**config.mk**
```make
export PLATFORM = sky130hd
export DESIGN_NAME = ssl_scan_lock
export DESIGN_NICKNAME = d
export VERILOG_FILES = /design/src/rtl/ssl_pkg.sv /design/src/rtl/ssl_edge_det.sv /design/src/rtl/ssl_period_meter.sv /design/src/rtl/ssl_mode_dec.sv /design/src/rtl/ssl_lock_ctrl.sv /design/src/rtl/ssl_scan_lock.sv
export SDC_FILE = /design/constraint.sdc
export NUM_CORES = 1
export LEC_CHECK = 0
export CAP_MARGIN = 10
export CORE_MARGIN = 4
export CORE_UTILIZATION = 45
export DETAILED_ROUTE_END_ITERATION = 6
export SYNTH_ARGS = -nofsm -noshare
export SYNTH_HDL_FRONTEND = slang
export SYNTH_SLANG_ARGS = --single-unit
```
**constraint.sdc**
```tcl
create_clock -name clk -period 16.6 [get_ports clk]
set_input_delay 3.32 -clock clk [delete_from_list [all_inputs] [get_ports clk]]
set_output_delay 3.32 -clock clk [all_outputs]
set_load 0.02 [all_outputs]
```
**src/rtl/ssl_pkg.sv**
```systemverilog
package ssl_pkg;

  // next-state action chosen by the lock controller each cycle
  typedef enum logic [3:0] {
    ACT_FIX,    // scanning: move to the only enabled stream
    ACT_ACQ,    // scanning: legal period seen, rate acquired
    ACT_SWAP,   // scanning: window over, try the other stream
    ACT_WRAP,   // scanning: window over, single stream, keep going
    ACT_STEP,   // scanning: window continues
    ACT_GOOD,   // tracking: line within tolerance
    ACT_MISS,   // tracking (locked): missing or off-period line
    ACT_DROP,   // tracking (unlocked): give up, scan again
    ACT_WAIT    // tracking: nothing happened
  } act_e;

  localparam int CTL_W = 6;

  function automatic logic [CTL_W-1:0] decode_mode(input logic [2:0] m);
    logic [CTL_W-1:0] r;
    case (m)
      3'b000:  r = 6'b111000;
      3'b001:  r = 6'b011000;
      3'b010:  r = 6'b111100;
      3'b011:  r = 6'b100100;
      3'b100:  r = 6'b010000;
      3'b101:  r = 6'b111010;
      3'b110:  r = 6'b011010;
      default: r = 6'b011011;
    endcase
    return r;
  endfunction

endpackage

```
**src/rtl/ssl_edge_det.sv**
```systemverilog
module ssl_edge_det #(
  parameter int N = 2
) (
  input  logic         clk,
  input  logic         rst,
  input  logic [N-1:0] din,
  output logic [N-1:0] rise
);
  for (genvar i = 0; i < N; i++) begin : g_ch
    logic [2:0] pipe;
    always_ff @(posedge clk) begin
      if (rst) pipe <= '0;
      else     pipe <= {pipe[1:0], din[i]};
    end
    assign rise[i] = pipe[1] & ~pipe[2];
  end
endmodule

```
**src/rtl/ssl_period_meter.sv**
```systemverilog
module ssl_period_meter #(
  parameter int CW = 14
) (
  input  logic          clk,
  input  logic          rst,
  input  logic          clr,
  input  logic          edge_i,
  output logic [CW-1:0] per
);
  always_ff @(posedge clk) begin
    if (rst || clr)        per <= '0;
    else if (edge_i)       per <= CW'(1);
    else if (per != '1)    per <= per + CW'(1);
  end
endmodule

```
**src/rtl/ssl_mode_dec.sv**
```systemverilog
module ssl_mode_dec
  import ssl_pkg::*;
(
  input  logic             clk,
  input  logic             rst,
  input  logic [2:0]       mode,
  output logic [CTL_W-1:0] ctl
);
  always_ff @(posedge clk) begin
    if (rst) ctl <= '0;
    else     ctl <= decode_mode(mode);
  end
endmodule

```
**src/rtl/ssl_lock_ctrl.sv**
```systemverilog
module ssl_lock_ctrl
  import ssl_pkg::*;
#(
  parameter int CW         = 14,
  parameter int WIN_CYC    = 16000,
  parameter int MIN_PER    = 333,
  parameter int MAX_PER    = 4651,
  parameter int LOCK_GOOD  = 3,
  parameter int LOSS_LINES = 20
) (
  input  logic          clk,
  input  logic          rst,
  input  logic          comp_en,
  input  logic          hsep_en,
  input  logic [1:0]    rise,
  input  logic [CW-1:0] per,
  output logic          sel_edge,
  output logic          meter_clr,
  output logic          src_sel,
  output logic          rate_ok,
  output logic          sync_lock
);
  localparam int WW = $clog2(WIN_CYC + 1);
  localparam int GW = $clog2(LOCK_GOOD + 1);
  localparam int MW = $clog2(LOSS_LINES + 1);

  logic [CW-1:0] ref_per;
  logic [GW-1:0] good_cnt;
  logic [MW-1:0] miss_cnt;
  logic [WW-1:0] win_cnt;
  logic [CW:0]   gap_cnt;
  logic          have_prev;

  logic [CW:0]   thr;
  logic [CW-1:0] diff;
  logic          in_tol, in_rng, one_src, win_end, miss_tick;
  act_e          act;

  assign sel_edge  = src_sel ? rise[1] : rise[0];
  assign thr       = {1'b0, ref_per} + {2'b00, ref_per[CW-1:1]};
  assign diff      = (per >= ref_per) ? per - ref_per : ref_per - per;
  assign in_tol    = diff <= (ref_per >> 4);
  assign in_rng    = (per >= CW'(MIN_PER)) && (per <= CW'(MAX_PER));
  assign one_src   = comp_en ^ hsep_en;
  assign win_end   = win_cnt == WW'(WIN_CYC - 1);
  assign miss_tick = gap_cnt == thr - (CW+1)'(1);

  always_comb begin
    if (!rate_ok) begin
      if (one_src && (src_sel != hsep_en))       act = ACT_FIX;
      else if (sel_edge && have_prev && in_rng)  act = ACT_ACQ;
      else if (win_end && comp_en && hsep_en)    act = ACT_SWAP;
      else if (win_end)                          act = ACT_WRAP;
      else                                       act = ACT_STEP;
    end else if (sel_edge) begin
      if (in_tol)         act = ACT_GOOD;
      else if (sync_lock) act = ACT_MISS;
      else                act = ACT_DROP;
    end else if (miss_tick) begin
      act = sync_lock ? ACT_MISS : ACT_DROP;
    end else begin
      act = ACT_WAIT;
    end
  end

  assign meter_clr = (act == ACT_FIX) || (act == ACT_SWAP);

  always_ff @(posedge clk) begin
    if (rst) begin
      src_sel   <= 1'b0;
      rate_ok   <= 1'b0;
      sync_lock <= 1'b0;
      ref_per   <= '0;
      good_cnt  <= '0;
      miss_cnt  <= '0;
      win_cnt   <= '0;
      gap_cnt   <= '0;
      have_prev <= 1'b0;
    end else begin
      case (act)
        ACT_FIX: begin
          src_sel   <= hsep_en;
          win_cnt   <= '0;
          have_prev <= 1'b0;
          gap_cnt   <= '0;
        end
        ACT_ACQ: begin
          rate_ok  <= 1'b1;
          ref_per  <= per;
          good_cnt <= '0;
          miss_cnt <= '0;
          win_cnt  <= '0;
          gap_cnt  <= '0;
        end
        ACT_SWAP: begin
          src_sel   <= ~src_sel;
          win_cnt   <= '0;
          have_prev <= 1'b0;
          gap_cnt   <= '0;
        end
        ACT_WRAP: begin
          win_cnt <= '0;
          gap_cnt <= '0;
          if (sel_edge) have_prev <= 1'b1;
        end
        ACT_STEP: begin
          win_cnt <= win_cnt + WW'(1);
          gap_cnt <= '0;
          if (sel_edge) have_prev <= 1'b1;
        end
        ACT_GOOD: begin
          gap_cnt  <= '0;
          ref_per  <= per;
          miss_cnt <= '0;
          if (!sync_lock) begin
            if (good_cnt == GW'(LOCK_GOOD - 1)) sync_lock <= 1'b1;
            else                                good_cnt  <= good_cnt + GW'(1);
          end
        end
        ACT_MISS: begin
          gap_cnt <= '0;
          if (miss_cnt == MW'(LOSS_LINES)) begin
            sync_lock <= 1'b0;
            rate_ok   <= 1'b0;
            win_cnt   <= '0;
            have_prev <= 1'b0;
            good_cnt  <= '0;
            miss_cnt  <= '0;
          end else begin
            miss_cnt <= miss_cnt + MW'(1);
          end
        end
        ACT_DROP: begin
          gap_cnt   <= '0;
          rate_ok   <= 1'b0;
          win_cnt   <= '0;
          have_prev <= sel_edge;
          good_cnt  <= '0;
        end
        default: gap_cnt <= gap_cnt + (CW+1)'(1);
      endcase
    end
  end
endmodule

```
**src/rtl/ssl_scan_lock.sv**
```systemverilog
module ssl_scan_lock
  import ssl_pkg::*;
#(
  parameter int CLK_HZ     = 50_000_000,
  parameter int LOCK_GOOD  = 3,
  parameter int LOSS_LINES = 20
) (
  input  logic             clk,
  input  logic             rst,
  input  logic             comp_sync,
  input  logic             hsep_sync,
  input  logic             comp_en,
  input  logic             hsep_en,
  input  logic [2:0]       mode,
  input  logic             force_out_en,
  output logic             src_sel,
  output logic             rate_ok,
  output logic             sync_lock,
  output logic             out_gate,
  output logic [CTL_W-1:0] type_ctl
);
  // 320 us window, 150 kHz fastest and 10.75 kHz slowest line rate
  localparam int WIN_CYC = CLK_HZ / 3125;
  localparam int MIN_PER = CLK_HZ / 150_000;
  localparam int MAX_PER = (CLK_HZ / 43_000) * 4 + ((CLK_HZ % 43_000) * 4) / 43_000;
  localparam int CW      = $clog2(2 * MAX_PER + 1);

  logic [1:0]    rise;
  logic          sel_edge, meter_clr;
  logic [CW-1:0] per;

  ssl_edge_det #(.N(2)) u_edge (
    .clk (clk),
    .rst (rst),
    .din ({hsep_sync, comp_sync}),
    .rise(rise)
  );

  ssl_period_meter #(.CW(CW)) u_meter (
    .clk   (clk),
    .rst   (rst),
    .clr   (meter_clr),
    .edge_i(sel_edge),
    .per   (per)
  );

  ssl_lock_ctrl #(
    .CW(CW), .WIN_CYC(WIN_CYC), .MIN_PER(MIN_PER), .MAX_PER(MAX_PER),
    .LOCK_GOOD(LOCK_GOOD), .LOSS_LINES(LOSS_LINES)
  ) u_ctrl (
    .clk      (clk),
    .rst      (rst),
    .comp_en  (comp_en),
    .hsep_en  (hsep_en),
    .rise     (rise),
    .per      (per),
    .sel_edge (sel_edge),
    .meter_clr(meter_clr),
    .src_sel  (src_sel),
    .rate_ok  (rate_ok),
    .sync_lock(sync_lock)
  );

  ssl_mode_dec u_mode (
    .clk (clk),
    .rst (rst),
    .mode(mode),
    .ctl (type_ctl)
  );

  always_ff @(posedge clk) begin
    if (rst) out_gate <= 1'b0;
    else     out_gate <= force_out_en | sync_lock;
  end
endmodule

```
==> flow_summary.json <==
{
  "die_w_um": 129,
  "reg2reg_from": "u_meter.per[4]$_SDFFE_PP0P_",
  "holdPathEnd": "u_edge.g_ch[0].pipe[1]$_SDFF_PP0_",
  "cts-root-buf": "clkbuf_16",
  "max_cap_viol_count": 0,
  "finalSetupViolations": 0,
  "grt_usage_pct": 20.5,
  "r2r-end": "u_ctrl.miss_cnt[2]$_SDFFE_PP0P_",
  "crit_buf_inv": 1,
  "cp.required_ns": 16.87,
  "ys_types": 80,
  "antenna_cells": 0,
  "h-tree-depth": 3,
  "initial_core_util_pct": 45.6,
  "syn-cell-area_sq_um": 6610,
  "worst_slack_ns": 10.07,
  "final_core_util_pct": 49.6,
  "wl_per_cell_um": 16.9,
  "gp_congestion": 0.907,
  "cts_setup_buffers": 0,
  "crit_family": "compound AO/OA/AOI/OAI gates",
  "cts_tree": "built",
  "timing.fmax_mhz": 153,
  "place_ws_ns": 10.16,
  "io_pins": 20,
  "antenna_found_initial": 0,
  "grt_max_degree": 44,
  "hold_start": "u_edge.g_ch[0].pipe[0]$_SDFF_PP0_",
  "area_delta_synth_final_pct": 8.65,
  "fin_crit_sh_pct": 39.3,
  "tns_ns": 0,
  "placed_cell_area_sq_um": 6870,
  "synthCells": 827,
  "rows": 44,
  "num-fill-cells": 1389,
  "whs_ns": 0.439,
  "cts.clk_slew.worst_paths_ns": 0.06,
  "cts_buffers": 9,
  "crit_chain": "inv_1, ha_1, nand4_1, nor3_1, a221oi_1, o21ai_1, mux2i_1, o21ai_0, xor2_1, ha_1, nand3_1, a211o_1, a221oi_1, nor2_1, a41oi_1, a221o_2, nand4_1, or4b_1, a31oi_1",
  "drive_gt1_share_pct": 4.98,
  "criticalPathCategory": "flop to flop",
  "slowest_delay_ns": 0.91,
  "core_sq_um": 14500,
  "synth_seq_area_share_pct": 24.5,
  "dr.first_iter.drc_count": 433,
  "multi_input_area_sq_um": 4560,
  "outcome": "completed",
  "routed-via-count": 5933,
  "rsz0062_at_grt": "false",
  "cts_resized": 0,
  "grt_pass1_wl_um": 27600,
  "mappedNetlistNets": 912,
  "dr.pass1.iters": 5,
  "power-per-cell-area_nw_per_um2": 77.3,
  "viasPerCell": 5.89,
  "die_area_sq_um": 16700,
  "finalInstanceArea_sq_um": 7180,
  "drc": 0,
  "tightest_slew_ns": 1.13,
  "slew_violations": 0,
  "clkLatencyLatePin_ns": 0.34,
  "hold_path_class": "flop to flop",
  "ff_latch_area_sq_um": 1620,
  "leakagePower_nw": 2.88,
  "cp-end-kind": "flop",
  "wl_um": 17000,
  "cts_max_path_buffers": 2,
  "fp.dieH_um": 129,
  "path_max_fanout": 16,
  "fin_nets": 905,
  "r2r_setup_slack_ns": 10.07,
  "hold_viol_final": 0,
  "ctsHoldBuffers": 0,
  "cts_sinks": 81,
  "cp_slowest_cell": "o21ai_1",
  "ant_nets": 0,
  "r2r_cells": 19,
  "synth.avg_cell_area_sq_um": 7.99,
  "grt_pass1_vias": 5474,
  "ir_drop_mv": 0.0479,
  "synthArstFlopShare_pct": 0,
  "synth_edf_count": 0,
  "crit_arrival_ns": 6.80,
  "relSlewSlack_pct": 24.4,
  "startpoint_type": "flop",
  "ys_ff_latch": 81,
  "finalCriticalPeriod_ns": 6.53,
  "yosys_warnings": 0,
  "worstHoldPathCells": 1,
  "skew_ns": 0.00765,
  "synth_flop_cell": "dfxtp_1",
  "dp_hpwl_um": 13100,
  "grt-ovfl-total": 0,
  "portBuffers": 19
}
==> sequential cells by signal, summed over array words and instances (netlist names), 2 cells and up <==
register / cells
u_ctrl.gap_cnt: 15
u_ctrl.win_cnt: 14
u_meter.per: 14
u_ctrl.good_cnt: 2
u_ctrl.miss_cnt: 5
u_mode.ctl: 6
u_ctrl.ref_per: 14
u_edge.g_ch.pipe: 6
==> where the power goes <==
group	internal [mW]	switching (mW)	leakage, nW	total [mW]
Combinational	0.0501	0.0781	2.07	0.128
Sequential	0.202	0.0123	0.656	0.215
Clock	0.131	0.0816	0.149	0.213
Total	0.383	0.172	2.88	0.555
==> per-stage QoR <==
stage	power, mW	std cells
CTS	0.559	1008
global route	0.581	1008
global placement	0.344	993
floorplan	0.312	827
detailed placement	0.344	993
finish	0.555	1008
==> kinds of logic (layout without fill, tap and decap cells) <==
family | after synthesis | count (layout) | synth area share (%)
and+or+nand+nor | 306 | 306 | 23.7
AOI/OAI and AO/OA | 176 | 176 | 19.0
buffers and inverters | 105 | 102 | 6.44
DFF | 81 | 81 | 24.5
adders and majority gates | 75 | 75 | 14.7
xor gates and xnor gates | 56 | 56 | 7.42
muxes | 28 | 28 | 4.26
==> routing by layer <==
layer	share of wire, %	track usage (%)	vias to the layer above
li1	-	-	2933
met1	47	28.0	2839
met2	47	33.5	146
met3	4.8	3.30	15
met4	1.5	6.05	0
met5	0	0	-
==> layout make-up <==
class                      count  share of cell area, %
multi-input combinational    641                   63.6
sequential                    81                   22.6
inverter                      66                   3.45
tap                          184                   3.21
clock buffer                  10                   3.19
timing repair buffer          21                   2.86
clock inverter                 5                   1.13
==> worst max-delay path by stage <==
stage | startpoint | cells past startpoint | endpoint | slack (ns)
floorplan | u_meter.per[9]$_SDFFE_PP0P_ | 24 | u_ctrl.win_cnt[10]$_SDFFE_PP0P_ | 11.26
global placement | u_meter.per[3]$_SDFFE_PP0P_ | 21 | u_ctrl.have_prev$_SDFFE_PP0P_ | 10.38
detailed placement | u_meter.per[4]$_SDFFE_PP0P_ | 19 | u_ctrl.miss_cnt[2]$_SDFFE_PP0P_ | 10.16
CTS | u_meter.per[4]$_SDFFE_PP0P_ | 19 | u_ctrl.good_cnt[0]$_SDFFE_PP0P_ | 10.13
global route | u_meter.per[4]$_SDFFE_PP0P_ | 21 | u_ctrl.ref_per[4]$_SDFFE_PP0P_ | 9.61
finish | u_meter.per[4]$_SDFFE_PP0P_ | 19 | u_ctrl.miss_cnt[2]$_SDFFE_PP0P_ | 10.07
==> Yosys cell counts (4+ instances only) <==
cell	n	area, sq um
or3_1	7	43.8
nor2b_1	10	62.6
o31a_1	5	43.8
a221oi_1	6	52.6
a41oi_1	5	43.8
o221ai_1	4	35.0
a21o_1	6	45.0
o21ai_0	26	130
a21oi_1	48	240
ha_1	71	888
nand4_1	17	106
xor2_1	20	175
a211oi_1	5	37.5
xnor2_1	36	315
o21a_1	13	97.6
o211ai_1	6	45.0
a31oi_1	8	50.1
nand2_1	49	184
clkbuf_1	26	97.6
nor2_1	93	349
fa_1	4	80.1
o31ai_1	4	30.0
buf_2	6	30.0
a211o_1	4	35.0
nor4_1	10	62.6
and3_1	11	68.8
nor3_1	16	80.1
nand3_1	41	205
mux2i_1	27	270
nand3b_1	11	82.6
inv_1	66	248
and2_1	7	43.8
dfxtp_1	81	1620
nand2b_1	11	68.8
==> worst register-to-register path, stage by stage (launching register included) <==
cell and delay [ns]:
dfxtp_1 0.44, inv_1 0.11, ha_1 0.50, nand4_1 0.22, nor3_1 0.28, a221oi_1 0.17, o21ai_1 0.91, mux2i_1 0.35
o21ai_0 0.13, xor2_1 0.16, ha_1 0.30, nand3_1 0.11, a211o_1 0.29, a221oi_1 0.43, nor2_1 0.16, a41oi_1 0.31
a221o_2 0.28, nand4_1 0.49, or4b_1 0.65, a31oi_1 0.16
==> cells in the final DEF (no fill, tap or decap), types with 20 or more instances in the layout <==
cell type,count
a21oi_1,47
dfxtp_1,81
ha_1,71
inv_1,66
mux2i_1,27
nand2_1,49
nand3_1,41
nor2_1,93
o21ai_0,26
xnor2_1,36
xor2_1,20
No activity file was read; power rests on OpenSTA's default activity.
